===== config.mk =====
export PLATFORM = sky130hd
export DESIGN_NAME = split_ripple_counter
export DESIGN_NICKNAME = d
export VERILOG_FILES = /design/src/rtl/src_pkg.sv /design/src/rtl/fall_sense.sv /design/src/rtl/half_stage.sv /design/src/rtl/octal_stage.sv /design/src/rtl/split_ripple_counter.sv
export SDC_FILE = /design/constraint.sdc
export NUM_CORES = 1
export LEC_CHECK = 0
export BUFFER_PORTS_ARGS = -buffer_cell sky130_fd_sc_hd__buf_2
export CORE_AREA = 2 2 39 41
export CTS_BUF_LIST = sky130_fd_sc_hd__clkbuf_16
export DETAILED_ROUTE_END_ITERATION = 10
export DIE_AREA = 0 0 41 43
export PLACE_DENSITY_LB_ADDON = 0.08
export SKIP_CTS_REPAIR_TIMING = 1
export SYNTH_ARGS = -nofsm -noshare
export SYNTH_HDL_FRONTEND = slang
export SYNTH_HIERARCHICAL = 1
export SYNTH_SLANG_ARGS = --single-unit

===== constraint.sdc =====
create_clock -name clk -period 0.8 [get_ports clk]
set_input_delay 0.12 -clock clk [delete_from_list [all_inputs] [get_ports clk]]
set_output_delay 0.12 -clock clk [all_outputs]
set_load 0.03 [all_outputs]

===== src/rtl/src_pkg.sv =====
package src_pkg;

    typedef enum logic {
        HALF_LO = 1'b0,
        HALF_HI = 1'b1
    } half_state_e;

    typedef enum logic [2:0] {
        OCT_0 = 3'd0,
        OCT_1 = 3'd1,
        OCT_2 = 3'd2,
        OCT_3 = 3'd3,
        OCT_4 = 3'd4,
        OCT_5 = 3'd5,
        OCT_6 = 3'd6,
        OCT_7 = 3'd7
    } oct_state_e;

    localparam int unsigned HIGH_BITS = 3;

endpackage


===== src/rtl/fall_sense.sv =====
module fall_sense #(
    parameter int unsigned DEPTH = 1
) (
    input  logic clk,
    input  logic rst_n,
    input  logic din,
    output logic fall
);
    localparam int unsigned TOP = DEPTH - 1;

    logic [TOP:0] smp;
    logic         prev;

    for (genvar i = 0; i < DEPTH; i++) begin : g_smp
        if (i == 0) begin : g_first
            always_ff @(posedge clk) begin
                if (!rst_n) smp[0] <= 1'b0;
                else        smp[0] <= din;
            end
        end else begin : g_next
            always_ff @(posedge clk) begin
                if (!rst_n) smp[i] <= 1'b0;
                else        smp[i] <= smp[i-1];
            end
        end
    end

    always_ff @(posedge clk) begin
        if (!rst_n) prev <= 1'b0;
        else        prev <= smp[TOP];
    end

    assign fall = prev & ~smp[TOP];

    // a detected fall lasts one cycle; the input must rise again before the next one
    p_single_fall_r2: assert property (@(posedge clk) disable iff (!rst_n)
        fall |=> !fall);

endmodule


===== src/rtl/half_stage.sv =====
module half_stage
    import src_pkg::*;
(
    input  logic clk,
    input  logic rst_n,
    input  logic clr,
    input  logic adv,
    output logic q
);
    half_state_e cur, nxt;

    always_ff @(posedge clk) begin
        if (!rst_n) cur <= HALF_LO;
        else        cur <= nxt;
    end

    always_comb begin
        nxt = cur;
        if (clr) begin
            nxt = HALF_LO;
        end else if (adv) begin
            unique case (cur)
                HALF_LO: nxt = HALF_HI;
                HALF_HI: nxt = HALF_LO;
                default: nxt = HALF_LO;
            endcase
        end
    end

    always_comb begin
        unique case (cur)
            HALF_LO: q = 1'b0;
            HALF_HI: q = 1'b1;
            default: q = 1'b0;
        endcase
    end

    p_clear_low_r6: assert property (@(posedge clk) disable iff (!rst_n)
        clr |=> (q == 1'b0));
    p_toggle_r2: assert property (@(posedge clk) disable iff (!rst_n)
        (!clr && adv) |=> (q != $past(q)));
    p_hold_r2: assert property (@(posedge clk) disable iff (!rst_n)
        (!clr && !adv) |=> $stable(q));

endmodule


===== src/rtl/octal_stage.sv =====
module octal_stage
    import src_pkg::*;
(
    input  logic                 clk,
    input  logic                 rst_n,
    input  logic                 clr,
    input  logic                 adv,
    output logic [HIGH_BITS-1:0] q
);
    oct_state_e cur, nxt;

    always_ff @(posedge clk) begin
        if (!rst_n) cur <= OCT_0;
        else        cur <= nxt;
    end

    always_comb begin
        nxt = cur;
        if (clr) begin
            nxt = OCT_0;
        end else if (adv) begin
            unique case (cur)
                OCT_0: nxt = OCT_1;
                OCT_1: nxt = OCT_2;
                OCT_2: nxt = OCT_3;
                OCT_3: nxt = OCT_4;
                OCT_4: nxt = OCT_5;
                OCT_5: nxt = OCT_6;
                OCT_6: nxt = OCT_7;
                OCT_7: nxt = OCT_0;
                default: nxt = OCT_0;
            endcase
        end
    end

    always_comb begin
        unique case (cur)
            OCT_0: q = 3'd0;
            OCT_1: q = 3'd1;
            OCT_2: q = 3'd2;
            OCT_3: q = 3'd3;
            OCT_4: q = 3'd4;
            OCT_5: q = 3'd5;
            OCT_6: q = 3'd6;
            OCT_7: q = 3'd7;
            default: q = 3'd0;
        endcase
    end

    p_clear_low_r6b: assert property (@(posedge clk) disable iff (!rst_n)
        clr |=> (q == 3'd0));
    p_step_r3: assert property (@(posedge clk) disable iff (!rst_n)
        (!clr && adv && q != 3'd7) |=> (q == $past(q) + 3'd1));
    p_wrap_r5: assert property (@(posedge clk) disable iff (!rst_n)
        (!clr && adv && q == 3'd7) |=> (q == 3'd0));
    p_hold_r3: assert property (@(posedge clk) disable iff (!rst_n)
        (!clr && !adv) |=> $stable(q));

endmodule


===== src/rtl/split_ripple_counter.sv =====
module split_ripple_counter
    import src_pkg::*;
#(
    parameter int unsigned SAMPLE_DEPTH = 1
) (
    input  logic       clk,
    input  logic       rst_n,
    input  logic       cnt_a,
    input  logic       cnt_b,
    input  logic       clr_a,
    input  logic       clr_b,
    output logic [3:0] count_q
);
    localparam int unsigned OUT_W = HIGH_BITS + 1;

    logic                 clr_both;
    logic                 fall_a;
    logic                 fall_b;
    logic                 low_q;
    logic [HIGH_BITS-1:0] high_q;

    assign clr_both = clr_a & clr_b;

    fall_sense #(.DEPTH(SAMPLE_DEPTH)) u_sense_a (
        .clk(clk), .rst_n(rst_n), .din(cnt_a), .fall(fall_a)
    );

    fall_sense #(.DEPTH(SAMPLE_DEPTH)) u_sense_b (
        .clk(clk), .rst_n(rst_n), .din(cnt_b), .fall(fall_b)
    );

    half_stage u_low (
        .clk(clk), .rst_n(rst_n), .clr(clr_both), .adv(fall_a), .q(low_q)
    );

    octal_stage u_high (
        .clk(clk), .rst_n(rst_n), .clr(clr_both), .adv(fall_b), .q(high_q)
    );

    assign count_q = OUT_W'({high_q, low_q});

    // count edges during a joint clear leave the counter at zero
    p_clear_ignores_r8: assert property (@(posedge clk) disable iff (!rst_n)
        (clr_both && (fall_a || fall_b)) |=> (count_q == 4'd0));
    // a lone clear pin does not stop the low section from counting
    p_lone_clear_r7: assert property (@(posedge clk) disable iff (!rst_n)
        ((clr_a ^ clr_b) && fall_a) |=> (count_q[0] != $past(count_q[0])));

endmodule


==> flow_metrics.env <==
export IMPL_maxCapViolations=0
export IMPL_cts_path_max_buffers=2
export IMPL_drt_iter0_markers=3
export IMPL_swShare_pct=17.0
export IMPL_p_total_mw=1.32
export IMPL_setup_ws_ps=-140
export IMPL_cts_tree="built"
export IMPL_start_util_pct=23.1
export IMPL_timing_final_crit_share_pct=117
export IMPL_gp_congestion=0.631
export IMPL_min_period_ps=940
export IMPL_antenna_found_initial=0
export IMPL_ant_nets=0
export IMPL_portBuffers=9
export IMPL_synth_fa_ha_area_share_pct=7.81
export IMPL_cts_max_level=1
export IMPL_synth_avg_cell_area_um2=11.4
export IMPL_hold_class="in2reg"
export IMPL_clkTransAtPathRegs_ps=40
export IMPL_wirelength_um=527
export IMPL_postSynthCellCount=28
export IMPL_dp_hpwl_um=392
export IMPL_end_kind="primary output"
export IMPL_power_density_nw_per_um2=2530
export IMPL_ys_types=14
export IMPL_hold_viol=0
export IMPL_maxSlewViolCount=0
export IMPL_yosys_area_share_simple_pct=26.6
export IMPL_pwr_share_clk_pct=63.3
export IMPL_gr_usage_all_layers_pct=8.85
export IMPL_grt_max_degree=7
export IMPL_syn_num_nets=36
export IMPL_fp_dieArea_um2=1760
export IMPL_vias=222
export IMPL_synth_compound_area_share_pct=4.69
export IMPL_ir_drop_mv=1.02
export IMPL_final_util_pct=37.6
export IMPL_path_common_cell="buf_6"
export IMPL_worstSetupPathType="reg2out"
export IMPL_p_seq_share_pct=31.8
export IMPL_whs_ps=92.2
export IMPL_crit_required_ps=680
export IMPL_status="complete, but fails checks"
export IMPL_path_max_fanout=3
export IMPL_power_switching_mw=0.223
export IMPL_layout_drive_gt1_share_pct=63.4
export IMPL_syn_area_um2=320
export IMPL_violations="negative setup slack"
export IMPL_remaining_drc_errors=0
export IMPL_routedWlPerCell_um=9.25
export IMPL_crit_path_max_incr_delay_ps=350
export IMPL_critical_path_top_delay_family="flip-flops"
export IMPL_overflow=0
export IMPL_clk_insertion_delay_late_ps=230
export IMPL_core_area_um2=1380
export IMPL_tightestPinTransition_ps=133
export IMPL_grt_setup_unrepaired="true"
export IMPL_synth_xor_area_share_pct=5.47
export IMPL_cp_arrival_ps=820
export IMPL_synth_mux_area_share_pct=3.13
export IMPL_yosys_warnings=6
export IMPL_slew_headroom_pct=90.9
export IMPL_seq_area_frac_synth_pct=50.0
export IMPL_intPower_mw=1.09
export IMPL_drt_pre_antenna_iters=2
export IMPL_cts_buffers_inserted=3
export IMPL_ys_ff_latch=8
export IMPL_die_y_um=43
export IMPL_io_pins=10
export IMPL_finalSetupViolations=8
export IMPL_clock_skew_ps=0.217
export IMPL_crit_slowest_cell="dfxtp_4"
export IMPL_crit_chain="buf_6, buf_6"
export IMPL_num_rows=14
export IMPL_p_leak_nw=0.224
export IMPL_synth_top_family_by_area="simple AND/OR/NAND/NOR gates"
export IMPL_nets=51
export IMPL_pwr_share_comb_pct=5.0
export IMPL_crit_buf_inv=2
export IMPL_area_growth_pct=62.5
export IMPL_die_w_um=41
export IMPL_layout_common_cells="buf_2 (5), buf_6 (5)"
export IMPL_cts_root_buf="clkbuf_16"
export IMPL_grt_pass1_wl_um=931
export IMPL_clock_sinks=8
export IMPL_start_kind="flop"
export IMPL_antennaDiodeCount=0
export IMPL_grt_pass1_vias=226
export IMPL_routed_via_density=3.89
export IMPL_max_freq_mhz=1060
## registers in the layout, indices dropped and copies added, names as in the netlist
name            count
u_sense_b/smp       1
u_sense_a/smp       1
u_high/cur          3
u_sense_b/prev      1
u_low/cur           1
u_sense_a/prev      1
## through the flow
step           cell area [um^2]  cells  setup TNS (ps)  worst slack, ps
6_report                    520     57            -584             -140
5_1_grt                     520     57            -921             -210
4_1_cts                     489     57            -846             -201
3_5_place_dp                414     54            -338             -117
3_3_place_gp                414     54            -295             -102
2_1_floorplan               342     28            -222            -92.6
## Yosys cell counts
| master | number | area share (%) |
|---|---|---|
| ha_1 | 2 | 7.8 |
| nor3b_2 | 1 | 3.9 |
| mux2i_1 | 1 | 3.1 |
| and2_2 | 2 | 4.7 |
| and2b_2 | 2 | 5.5 |
| xnor2_1 | 2 | 5.5 |
| buf_4 | 1 | 2.3 |
| nand3b_1 | 1 | 2.3 |
| dfxtp_1 | 8 | 50 |
| a21bo_2 | 1 | 3.1 |
| a21oi_1 | 1 | 1.6 |
| and2_1 | 3 | 5.9 |
| nand2b_1 | 1 | 2.0 |
| nor2_1 | 2 | 2.3 |
## worst reg2reg max path, stage by stage (launching register included)
cell     delay (ps)
dfxtp_1         290
and2b_2         250
mux2i_1         200
nor2_1           70
## kinds of logic (layout without fill, tap and decap cells)
kind of cell / Yosys count / in the layout
fa+ha+maj: 2 / 2
flops: 8 / 8
xor+xnor: 2 / 2
compound gates: 2 / 2
buf+inv: 1 / 14
simple gates: 12 / 12
mux: 1 / 1
## area by class of cell
class,instances,area [um^2]
clock buffer,3,75.1
multi-input combinational,19,165
sequential,8,171
fill,143,863
tap,16,20.0
timing repair buffer,11,88.8
## path summary, 6_finish.rpt
| path | start | endpoint | slack, ps | cells after the start |
|---|---|---|---|---|
| worst max-delay path | u_high/cur[1] | count_q[2] | -140 | 2 |
| worst min-delay path | cnt_b | u_sense_b/smp | 90 | 2 |
| worst max register to register | u_sense_b/smp | u_high/cur[1] | -130 | 3 |
| worst min register to register | u_sense_b/smp | u_sense_b/prev | 450 | 1 |
## layer usage
layer / GRT usage [%] / up-vias / wire, um / part of all wire (%)
met2: 10.3 / 8 / 260 / 49
met1: 10.0 / 97 / 213 / 40
met5: 0 / - / 0 / 0
met4: 8.00 / 0 / 16 / 3.0
met3: 6.28 / 2 / 37 / 7.0
li1: - / 115 / - / -
## power by group through the flow
stage          combinational, mW  sequential [mW]  clock (mW)
2_1_floorplan             0.0364            0.425           0
3_3_place_gp              0.0611            0.422           0
3_5_place_dp              0.0623            0.422           0
4_1_cts                   0.0624            0.416       0.857
5_1_grt                   0.0729            0.420       0.878
6_report                  0.0655            0.418       0.832
No activity file was read; power rests on OpenSTA's default activity.
